`src/rtl/mode_lock_pkg.sv`:
```
package mode_lock_pkg;
  localparam logic [15:0] LOCK_KEY_DEFAULT = 16'hD42F;

  typedef enum logic [1:0] {
    KEY_HOLD  = 2'd0,
    KEY_OPEN  = 2'd1,
    KEY_CLOSE = 2'd2
  } key_cmd_e;
endpackage

```
`src/rtl/mode_lock_decode.sv`:
```
module mode_lock_decode #(
  parameter int unsigned ADDR_W    = 12,
  parameter int unsigned WIN_BYTES = 8,
  parameter logic [ADDR_W-1:0] BASE_ADDR = 12'h088
) (
  input  logic [ADDR_W-1:0] addr_i,
  output logic              win_hit_o,
  output logic              lock_hit_o
);
  localparam int unsigned WIN_LSB = $clog2(WIN_BYTES);

  assign win_hit_o  = (addr_i[ADDR_W-1:WIN_LSB] == BASE_ADDR[ADDR_W-1:WIN_LSB]);
  // lock word is the aligned first word of the window
  assign lock_hit_o = win_hit_o && (addr_i[WIN_LSB-1:0] == '0);
endmodule

```
`src/rtl/mode_lock_keychk.sv`:
```
module mode_lock_keychk
  import mode_lock_pkg::*;
#(
  parameter int unsigned KEY_W = 16,
  parameter logic [KEY_W-1:0] OPEN_KEY = LOCK_KEY_DEFAULT
) (
  input  logic [KEY_W-1:0] key_i,
  output key_cmd_e         cmd_o
);
  always_comb begin
    if (key_i == OPEN_KEY)  cmd_o = KEY_OPEN;
    else if (key_i == '0)   cmd_o = KEY_CLOSE;
    else                    cmd_o = KEY_HOLD;
  end
endmodule

```
`src/rtl/mode_lock_state.sv`:
```
module mode_lock_state
  import mode_lock_pkg::*;
(
  input  logic     clk_i,
  input  logic     rst_ni,
  input  logic     wr_i,
  input  key_cmd_e cmd_i,
  output logic     active_o
);
  logic active_q;

  always_ff @(posedge clk_i or negedge rst_ni) begin
    if (!rst_ni) begin
      active_q <= 1'b0;
    end else if (wr_i) begin
      case (cmd_i)
        KEY_OPEN:  active_q <= 1'b1;
        KEY_CLOSE: active_q <= 1'b0;
        default:   active_q <= active_q;
      endcase
    end
  end

  assign active_o = active_q;

  // no lock write, no state change
  a_r9_idle_holds: assert property (@(posedge clk_i) disable iff (!rst_ni)
    !wr_i |=> $stable(active_q));
endmodule

```
`src/rtl/mode_lock_reg.sv`:
```
module mode_lock_reg
  import mode_lock_pkg::*;
#(
  parameter int unsigned ADDR_W    = 12,
  parameter int unsigned DATA_W    = 32,
  parameter int unsigned KEY_W     = 16,
  parameter int unsigned WIN_BYTES = 8,
  parameter int unsigned NUM_BANKS = 3,
  parameter logic [ADDR_W-1:0] BASE_ADDR = 12'h088,
  parameter logic [KEY_W-1:0]  OPEN_KEY  = LOCK_KEY_DEFAULT
) (
  input  logic              clk_i,
  input  logic              rst_ni,
  input  logic [ADDR_W-1:0] addr_i,
  input  logic              we_i,
  input  logic [DATA_W-1:0] wdata_i,
  output logic [DATA_W-1:0] rdata_o,
  output logic [NUM_BANKS-1:0] mode_we_o
);
  localparam int unsigned STATUS_BIT = DATA_W - 1;

  logic     win_hit, lock_hit, lock_wr, active;
  key_cmd_e cmd;
  logic     unused_wdata_hi;

  assign unused_wdata_hi = ^wdata_i[DATA_W-1:KEY_W];

  mode_lock_decode #(
    .ADDR_W(ADDR_W), .WIN_BYTES(WIN_BYTES), .BASE_ADDR(BASE_ADDR)
  ) u_decode (
    .addr_i(addr_i), .win_hit_o(win_hit), .lock_hit_o(lock_hit)
  );

  mode_lock_keychk #(
    .KEY_W(KEY_W), .OPEN_KEY(OPEN_KEY)
  ) u_keychk (
    .key_i(wdata_i[KEY_W-1:0]), .cmd_o(cmd)
  );

  assign lock_wr = we_i && lock_hit;

  mode_lock_state u_state (
    .clk_i(clk_i), .rst_ni(rst_ni), .wr_i(lock_wr), .cmd_i(cmd), .active_o(active)
  );

  always_comb begin
    rdata_o = '0;
    if (lock_hit) begin
      rdata_o[STATUS_BIT]  = active;
      rdata_o[KEY_W-1:0]   = active ? OPEN_KEY : '0;
    end
  end

  // same enable to every bank, straight from the status flop
  for (genvar b = 0; b < NUM_BANKS; b++) begin : g_bank_we
    assign mode_we_o[b] = active;
  end

  // key opens on the next edge
  a_r2_key_opens: assert property (@(posedge clk_i) disable iff (!rst_ni)
    (we_i && lock_hit && wdata_i[KEY_W-1:0] == OPEN_KEY) |=> mode_we_o[0]);

  // zero key closes on the next edge
  a_r3_zero_closes: assert property (@(posedge clk_i) disable iff (!rst_ni)
    (we_i && lock_hit && wdata_i[KEY_W-1:0] == '0) |=> !mode_we_o[0]);

  // wrong nonzero key keeps the state
  a_r4_bad_key_holds: assert property (@(posedge clk_i) disable iff (!rst_ni)
    (we_i && lock_hit && wdata_i[KEY_W-1:0] != '0 && wdata_i[KEY_W-1:0] != OPEN_KEY)
      |=> $stable(mode_we_o));

  // enable matches status bit seen on the bus
  a_r7_we_is_status: assert property (@(posedge clk_i) disable iff (!rst_ni)
    lock_hit |-> (rdata_o[STATUS_BIT] == mode_we_o[0]));

  // all banks share the one enable
  a_r7_banks_equal: assert property (@(posedge clk_i) disable iff (!rst_ni)
    (mode_we_o == '0) || (mode_we_o == '1));

  // outside the window nothing reads back
  a_r8_outside_zero: assert property (@(posedge clk_i) disable iff (!rst_ni)
    !win_hit |-> (rdata_o == '0));

  // middle bits read zero
  a_r6_mid_zero: assert property (@(posedge clk_i) disable iff (!rst_ni)
    rdata_o[STATUS_BIT-1:KEY_W] == '0);

  // writes off the lock word leave the enable alone
  a_r8_off_word_holds: assert property (@(posedge clk_i) disable iff (!rst_ni)
    (we_i && !lock_hit) |=> $stable(mode_we_o));
endmodule

```
`config.mk`:
```
export PLATFORM = sky130hd
export DESIGN_NAME = mode_lock_reg
export DESIGN_NICKNAME = d
export VERILOG_FILES = /design/src/rtl/mode_lock_pkg.sv /design/src/rtl/mode_lock_decode.sv /design/src/rtl/mode_lock_keychk.sv /design/src/rtl/mode_lock_state.sv /design/src/rtl/mode_lock_reg.sv
export SDC_FILE = /design/constraint.sdc
export NUM_CORES = 1
export LEC_CHECK = 0
export BUFFER_PORTS_ARGS = -buffer_cell sky130_fd_sc_hd__clkbuf_2
export CAP_MARGIN = 20
export CORE_MARGIN = 2
export CORE_UTILIZATION = 24
export CTS_BUF_LIST = sky130_fd_sc_hd__clkbuf_16
export DETAILED_ROUTE_END_ITERATION = 7
export GPL_ROUTABILITY_DRIVEN = 0
export PLACE_DENSITY = 0.78
export SLEW_MARGIN = 0
export SYNTH_ARGS = -nofsm -noshare
export SYNTH_HDL_FRONTEND = slang
export SYNTH_SLANG_ARGS = --single-unit
```
`constraint.sdc`:
```
create_clock -name clk_i -period 1.3 [get_ports clk_i]
set_clock_uncertainty 0.15 [all_clocks]
set_input_delay 0 -clock clk_i [delete_from_list [all_inputs] [get_ports clk_i]]
set_output_delay 0 -clock clk_i [all_outputs]
set_load 0.02 [all_outputs]
```
==> flow_metrics.tcl <==
set metrics [dict create \
    synth_area_um2 409 \
    wirelength_um 943 \
    drt_iter0_drc 7 \
    finalCritPeriodShare 1.03 \
    syn_area_per_cell_um2 7.72 \
    final_common_cell "clkbuf_2" \
    nets 135 \
    timing.final.hold_violations 0 \
    fin_ws_ns -0.0364 \
    synth_cell_types 17 \
    startpoint_type "input pin" \
    antenna_found_initial 0 \
    final-max-slew-violation-count 0 \
    fin_util 0.338 \
    track_usage 0.0784 \
    yosys_warnings 0 \
    route.vias.total 398 \
    fp.coreArea_mm2 0.00156 \
    dp.cells 99 \
    globalRoute.totalOverflow 0 \
    path_clk_slew_ns 0 \
    grt_pass1_wl_um 1260 \
    switching_share 0.513 \
    layout-drive-gt1-share 0.593 \
    critPathKind "in -> reg" \
    rsz0062_at_grt "true" \
    chipHeight_um 45.3 \
    p_leak_nw 0.330 \
    failed_checks "negative setup slack" \
    p_seq_frac 0.197 \
    final_cell_mix "clkbuf_2, conb_1, nor4_2, nand4_1, buf_4" \
    path_max_fanout 2 \
    nFillCells 172 \
    ys_seq_area_frac 0.0612 \
    yosys.area.top_type "buf_4" \
    start_util 0.262 \
    cp.arrival_ns 1.07 \
    fin_tns_setup_ns -0.0364 \
    synth_top_area_frac 0.624 \
    first_pass_iters 4 \
    diodes 0 \
    switchingPower_uw 82.5 \
    timing.fmax_mhz 748 \
    end_kind "flip-flop" \
    clk_latency_ns 0 \
    p_int_uw 78.4 \
    final_antenna_net_count 0 \
    power_density_mw_per_mm2 305 \
    post-route-min-period_ns 1.34 \
    drc 0 \
    die-area_mm2 0.00205 \
    status "finished, violations left" \
    synthCells 53 \
    maxCapViolCount 0 \
    routedWlPerCell_um 9.25 \
    pre_cts_ws_ns -0.173 \
    p_clk_frac 0 \
    holdWs_ns 0.180 \
    ys_seq_elements 1 \
    largest_reg_flops 1 \
    hold_path.class "in -> async" \
    fp-row-count 14 \
    area_growth_pct 28.7 \
    vias_per_cell 3.90 \
    grt_pass1_vias 324 \
    finalSetupViolCount 1 \
    grt_max_degree 11 \
    io_pins 82 \
    power.share.combinational 0.803 \
    synth_area_leaders "buf_4, dfrtp_1, nor4_1, nor4b_2, nand4_1" \
    portBuffers 43 \
    critical_path_required_ns 1.03 \
    die_x_um 45.3 \
    fin_cells 102 \
    irDropWorstVdd_v 0.000103 \
]
[worst max-delay path, stage by stage]
cell and delay [ns]:
buf_6 0.09, or4_4 0.53, nor4_4 0.14, nand4_1 0.13, a21o_1 0.17
[layer usage]
metal,GRT usage,vias up,wire (µm)
met3,0.00400,0,89
met4,0,0,0
li1,-,193,-
met5,0,-,0
met2,0.191,31,573
met1,0.0668,174,279
[worst paths after layout]
| kind | start | end | slack, ns | depth (start not counted) |
|---|---|---|---|---|
| max | wdata_i[2] | u_state.active_o$_DFFE_PN0P_ | -0.04 | 5 |
| min | rst_ni | u_state.active_o$_DFFE_PN0P_ | 0.18 | 2 |
| max reg2reg | u_state.active_o$_DFFE_PN0P_ | u_state.active_o$_DFFE_PN0P_ | 0.44 | 1 |
| min reg2reg | u_state.active_o$_DFFE_PN0P_ | u_state.active_o$_DFFE_PN0P_ | 0.41 | 1 |
| max in group asynchronous | rst_ni | u_state.active_o$_DFFE_PN0P_ | 0.73 | 2 |
| min in group clk_i | wdata_i[11] | u_state.active_o$_DFFE_PN0P_ | 0.21 | 4 |
[cells in the mapped netlist]
cell type / count
nor4b_2: 1
or4_1: 1
nor4_2: 1
conb_1: 1
dfrtp_1: 1
a21o_1: 1
or3_1: 1
and4_1: 1
nand4_1: 2
nand2_1: 1
nor4_1: 3
and2_1: 1
nand3_1: 1
nor4bb_1: 1
and3_1: 1
nor3_1: 1
buf_4: 34
[through the flow]
stage | instance area, µm² | power (mW)
6_report | 527 | 0.161
3_3_place_gp | 468 | 0.142
3_5_place_dp | 468 | 0.144
2_1_floorplan | 488 | 0.146
4_1_cts | 495 | 0.151
5_1_grt | 527 | 0.172
[power groups by stage]
stage	clock, mW	combinational (mW)	sequential (mW)
final	0	0.129	0.0317
after global routing	0	0.140	0.0317
after CTS	0	0.119	0.0317
after detailed placement	0	0.112	0.0317
after global placement	0	0.110	0.0317
after floorplan	0	0.114	0.0317
[layout make-up]
cell class / count / area, µm² / share of cell area
tap: 16 / 20.0 / 0.0380
timing repair buffer: 46 / 246 / 0.468
sequential: 1 / 25.0 / 0.0475
multi-input combinational: 39 / 235 / 0.447
[kinds of logic after synthesis]
kind of cell,synth area share
buf+inv,0.624
simple gates,0.287
compound gates,0.0184
flops,0.0612
other cells,0.00917
[timing repair]
action | CTS | global route
buffers inserted | 1 | 1
endpoints found under the setup margin | 1 | 11
pin swaps | 4 | 2
hold buffers | 1 | 0
hold endpoints to repair | 1 | 0
resized for setup | 2 | 5
(Power assumes the default switching activity.)
